$ cat src/rtl/rdo_pkg.sv
package rdo_pkg;
   typedef enum logic [1:0] {
      CYC_IDLE  = 2'd0,
      CYC_READ  = 2'd1,
      CYC_WRITE = 2'd2,
      CYC_PARK  = 2'd3
   } cyc_e;
endpackage

$ cat src/rtl/rdo_ctrl.sv
module rdo_ctrl
   import rdo_pkg::*;
(
   input  logic       clk,
   input  logic       rst_n,
   input  logic [1:0] cyc_kind,
   input  logic       sleep,
   output logic       ld_rd,
   output logic       ld_wr,
   output logic       rd_q,
   output logic       mask_q,
   output logic       wr_valid
);
   cyc_e kind;
   logic was_off;

   assign kind  = cyc_e'(cyc_kind);
   assign ld_rd = !sleep && (kind == CYC_READ);
   assign ld_wr = !sleep && (kind == CYC_WRITE);

   // was_off remembers whether the last sampled cycle selected the device
   always_ff @(posedge clk or negedge rst_n) begin
      if (!rst_n) begin
         rd_q     <= 1'b0;
         mask_q   <= 1'b0;
         was_off  <= 1'b1;
         wr_valid <= 1'b0;
      end else begin
         rd_q     <= ld_rd;
         mask_q   <= ld_rd && was_off;
         was_off  <= !(ld_rd || ld_wr);
         wr_valid <= ld_wr;
      end
   end
endmodule

$ cat src/rtl/rdo_lane.sv
module rdo_lane #(
   parameter int LANE_W     = 8,
   parameter bit RESET_DATA = 1'b1
) (
   input  logic              clk,
   input  logic              rst_n,
   input  logic              ld_rd,
   input  logic              ld_wr,
   input  logic [LANE_W-1:0] rd_in,
   input  logic [LANE_W-1:0] wr_in,
   input  logic              en_in,
   output logic [LANE_W-1:0] rd_out,
   output logic [LANE_W-1:0] wr_out,
   output logic              en_out
);
   generate
      if (RESET_DATA) begin : g_rst
         always_ff @(posedge clk or negedge rst_n) begin
            if (!rst_n) begin
               rd_out <= '0;
               wr_out <= '0;
            end else begin
               if (ld_rd) rd_out <= rd_in;
               if (ld_wr) wr_out <= wr_in;
            end
         end
      end else begin : g_norst
         always_ff @(posedge clk) begin
            if (ld_rd) rd_out <= rd_in;
            if (ld_wr) wr_out <= wr_in;
         end
      end
   endgenerate

   always_ff @(posedge clk or negedge rst_n) begin
      if (!rst_n)     en_out <= 1'b0;
      else if (ld_wr) en_out <= en_in;
   end
endmodule

$ cat src/rtl/rdo_gate.sv
module rdo_gate
   import rdo_pkg::*;
(
   input  logic       oe_n,
   input  logic       sleep,
   input  logic [1:0] cyc_kind,
   input  logic       rd_q,
   input  logic       mask_q,
   output logic       drive_en
);
   logic blocked;

   always_comb begin
      blocked  = oe_n || sleep || (cyc_e'(cyc_kind) == CYC_WRITE) || mask_q;
      drive_en = rd_q && !blocked;
   end
endmodule

$ cat src/rtl/pipe_rd_out.sv
module pipe_rd_out #(
   parameter int DATA_W     = 32,
   parameter int LANE_W     = 8,
   parameter bit RESET_DATA = 1'b1
) (
   input  logic                       clk,
   input  logic                       rst_n,
   input  logic [1:0]                 cyc_kind,
   input  logic [DATA_W-1:0]          core_rdata,
   input  logic                       oe_n,
   input  logic                       sleep,
   input  logic [DATA_W-1:0]          bus_din,
   input  logic [DATA_W/LANE_W-1:0]   wr_lane_en,
   output logic [DATA_W-1:0]          dout,
   output logic                       drive_en,
   output logic [DATA_W-1:0]          wr_data,
   output logic [DATA_W/LANE_W-1:0]   wr_lane_q,
   output logic                       wr_valid
);
   localparam int NLANE = DATA_W / LANE_W;

   generate
      if (LANE_W < 1 || DATA_W % LANE_W != 0) begin : g_bad_width
         $error("pipe_rd_out: DATA_W must be a whole multiple of LANE_W");
      end
   endgenerate

   logic ld_rd, ld_wr, rd_q, mask_q;

   rdo_ctrl u_ctrl (
      .clk      (clk),
      .rst_n    (rst_n),
      .cyc_kind (cyc_kind),
      .sleep    (sleep),
      .ld_rd    (ld_rd),
      .ld_wr    (ld_wr),
      .rd_q     (rd_q),
      .mask_q   (mask_q),
      .wr_valid (wr_valid)
   );

   for (genvar g = 0; g < NLANE; g++) begin : g_lane
      rdo_lane #(.LANE_W(LANE_W), .RESET_DATA(RESET_DATA)) u_lane (
         .clk    (clk),
         .rst_n  (rst_n),
         .ld_rd  (ld_rd),
         .ld_wr  (ld_wr),
         .rd_in  (core_rdata[g*LANE_W +: LANE_W]),
         .wr_in  (bus_din[g*LANE_W +: LANE_W]),
         .en_in  (wr_lane_en[g]),
         .rd_out (dout[g*LANE_W +: LANE_W]),
         .wr_out (wr_data[g*LANE_W +: LANE_W]),
         .en_out (wr_lane_q[g])
      );
   end

   rdo_gate u_gate (
      .oe_n     (oe_n),
      .sleep    (sleep),
      .cyc_kind (cyc_kind),
      .rd_q     (rd_q),
      .mask_q   (mask_q),
      .drive_en (drive_en)
   );
endmodule

$ cat config.mk
export PLATFORM = sky130hd
export DESIGN_NAME = pipe_rd_out
export DESIGN_NICKNAME = d
export VERILOG_FILES = /design/src/rtl/rdo_pkg.sv /design/src/rtl/rdo_ctrl.sv /design/src/rtl/rdo_lane.sv /design/src/rtl/rdo_gate.sv /design/src/rtl/pipe_rd_out.sv
export SDC_FILE = /design/constraint.sdc
export NUM_CORES = 1
export LEC_CHECK = 0
export CAP_MARGIN = 40
export CORE_MARGIN = 5
export CORE_UTILIZATION = 35
export CTS_BUF_LIST = sky130_fd_sc_hd__clkbuf_4
export CTS_CLUSTER_DIAMETER = 50
export DETAILED_ROUTE_END_ITERATION = 7
export DONT_BUFFER_PORTS = 1
export PLACE_DENSITY = 0.57
export SLEW_MARGIN = 10
export SYNTH_ARGS = -nofsm -noshare
export SYNTH_HDL_FRONTEND = slang
export SYNTH_SLANG_ARGS = --single-unit
$ cat constraint.sdc
create_clock -name clk -period 0.9 [get_ports clk]
set_input_delay 0.09 -clock clk [delete_from_list [all_inputs] [get_ports clk]]
set_output_delay 0.09 -clock clk [all_outputs]
set_load 0.005 [all_outputs]
==> impl_metrics.py <==
metrics = {
    "worst_setup_path": {
        "r2r_slack_ns": 0.07,
        "required_ns": 0.81,
        "path_max_fanout": 1,
        "crit_slowest_cell": "dfrtp_1",
        "crit_chain": "nand2b_4 > nor4_4",
        "critPathMaxStageDelay_ns": 0.38,
        "crit_type": "reg -> out",
        "end_kind": "primary output",
        "arrival_ns": 1.09,
        "cp-start-kind": "flop",
    },
    "floorplanning": {
        "start_util_pct": 35.7,
        "dieArea_um2": 9710,
        "coreArea_um2": 7690,
        "fp-row-count": 32,
        "dieWidth_um": 98.6,
        "pin_count": 144,
        "die_y_um": 98.6,
    },
    "timing": {
        "post-route-min-period_ns": 1.18,
        "worst_slew_pin_slew_ns": 0.272,
        "hold_violations": 72,
        "finalSetupViolCount": 33,
        "finClkSkew_ns": 0.0125,
        "finalCritPeriodShare_pct": 131,
        "fmax_mhz": 851,
        "rsz0062_at_grt": "true",
        "drv_slew": 0,
        "whs_ns": -0.631,
        "timing.final.ws_setup_ns": -0.276,
        "max_slew_margin_pct": 81.9,
        "fin_setup_tns_ns": -0.510,
    },
    "route": {
        "drt_first_pass_iters": 3,
        "drtAntennaViolNets": 0,
        "drc_errors": 0,
        "via_per_inst": 4.70,
        "routedWlPerCell_um": 18.7,
        "num_vias": 1599,
        "first_iter_violations": 16,
        "drt-total-wl_um": 6360,
    },
    "global_route": {
        "busiest_layer": "met2",
        "grt_pass1_wl_um": 10200,
        "grt_use_met3_pct": 6.65,
        "grt_pass1_vias": 1952,
        "grt_util_all_layers_pct": 13.3,
        "grtUsageMet1_pct": 14.0,
        "met2_usage_pct": 22.6,
        "gr-total-overflow": 0,
        "antenna_found_initial": 0,
        "grt_max_degree": 73,
    },
    "cells_and_area": {
        "antennaDiodeCount": 0,
        "drive_gt1_share_pct": 37.4,
        "area_growth_pct": 40.4,
        "final_util_pct": 50.1,
        "nNetsFinal": 307,
        "fin_area_um2": 3850,
    },
    "clock_network": {
        "cts_buffers": 9,
        "htreeDepth": 3,
        "clk_path_buf_depth": 2,
        "cts_root_buffer": "clkbuf_4",
        "cts_tree": "done",
        "cts.reportedPaths.clkPinSlew_ns": 0.12,
        "cts.sinks": 72,
        "clk_latency_ns": 0.39,
        "postCtsHoldBufs": 71,
    },
    "placement": {
        "dp_hpwl_um": 4020,
        "numPortBuffers": 0,
        "dp_slack_ns": -0.233,
        "gp_congestion": 0.778,
        "placed_area_um2": 2930,
    },
    "power_and_ir_drop": {
        "pwr-share-seq_pct": 54.6,
        "p_switching_mw": 1.89,
        "max-vdd-ir-drop_mv": 0.870,
        "leakagePower_nw": 1.66,
        "p_comb_share_pct": 13.7,
        "pwr-share-clk_pct": 31.6,
        "p_int_mw": 6.06,
        "cellPowerDensity_nw_per_um2": 2060,
        "switching_share_pct": 23.8,
    },
    "run_status": {
        "violations": "hold timing, setup timing",
        "status": "finished with violations",
    },
    "synthesis": {
        "ys.warnings.count": 0,
        "yosys.area.top_type_share_pct": 64.7,
        "yosys.area.top_type": "dfrtp_1",
        "syn_avg_cell_area_um2": 17.3,
        "yosys-top-cells-area": "dfrtp_1 65%, mux2_2 27%, buf_6 2.5%, buf_4 1.4%, dfstp_2 0.96%",
        "syn_area_um2": 2750,
        "ys_seq_area_share_pct": 65.7,
        "netlist_instances": 159,
        "synth_nets": 233,
        "yosys.cell_types.count": 14,
        "synth-seq-cells": 72,
    },
    "worst_hold_path": {
        "worst_hold_path_type": "in -> async",
    },
    "flow_run": {
        "cap_violations": 0,
    },
}
power by group through the flow:
stage	combinational, mW	clock, mW	sequential [mW]
final	1.09	2.52	4.34
after detailed placement	0.849	0	4.39
after global routing	1.18	2.76	4.42
after CTS	1.10	2.62	4.35
after floorplan	0.818	0	4.21
after global placement	0.788	0	4.40
routing by layer:
| metal | wire length (um) | part of all wire, % |
|---|---|---|
| met1 | 2340 | 37 |
| met2 | 3170 | 50 |
| met3 | 759 | 12 |
| met4 | 92 | 1.4 |
| met5 | 0 | 0 |
cell usage after synthesis (all sizes together):
master / number
nor2b: 1
nand2b: 1
and2: 1
dfstp: 1
nor3b: 2
mux2: 68
dfrtp: 71
and2b: 1
nor4: 1
buf: 11
o21bai: 1
final timing paths:
kind | depth (start not counted) | endpoint | startpoint
setup reg to reg | 1 | g_lane[2].u_lane.rd_out[7] | g_lane[2].u_lane.rd_out[7]
min in group clk | 3 | u_ctrl.mask_q | sleep
setup / recovery | 2 | drive_en | u_ctrl.mask_q
max in group asynchronous | 0 | u_ctrl.was_off | rst_n
hold reg to reg | 1 | u_ctrl.mask_q | u_ctrl.was_off
hold / removal | 0 | g_lane[2].u_lane.en_out | rst_n
cells by family after synthesis:
| group | synth area share, % |
|---|---|
| AND/OR/NAND/NOR | 2.33 |
| flip-flops | 65.7 |
| multiplexers | 27.9 |
| buffers and inverters | 3.83 |
| AO/OA/AOI/OAI | 0.274 |
registers in the layout (all words and copies together), names as in the netlist:
signal                flops
g_lane.u_lane.rd_out     32
u_ctrl.wr_valid           1
u_ctrl.mask_q             1
g_lane.u_lane.wr_out     32
g_lane.u_lane.en_out      4
u_ctrl.was_off            1
u_ctrl.rd_q               1
through the flow:
stage                     power, mW  instances
after floorplan                5.03        159
after global placement         5.18        253
after detailed placement       5.24        253
after CTS                      8.06        340
after global routing           8.36        340
final                          7.95        340
final cells by class:
type                       count  area [um2]
sequential                    72        1800
tap                          102         128
timing repair buffer          74         758
fill                         631        3830
multi-input combinational     76         978
clock inverter                 7         119
clock buffer                   9        67.6
cell usage in the layout, fill, tap and decap left out:
master         instances
and2_1                 1
inv_6                  1
nor3b_4                2
dfstp_2                1
buf_12                 2
nor4_4                 1
bufinv_16              3
o21bai_1               1
clkbuf_4               9
nand2b_4               1
clkinv_1               1
clkinvlp_4             1
nor2b_1                1
dlygate4sd3_1         71
and2b_1                1
dfrtp_1               71
mux2_4                30
clkinv_4               1
buf_4                  1
mux2_2                36
mux2_1                 2
what timing repair did:
action	CTS	global route
hold endpoints to repair	143	72
resized for setup	3	0
setup endpoints to repair	70	70
buffers inserted	0	0
worst max-delay path: cells and delay by family, from the launching register on:
kind / cells / cell delay [ns]
DFF: 1 / 0.38
and+or+nand+nor: 2 / 0.31
No activity file was read; power rests on OpenSTA's default activity.
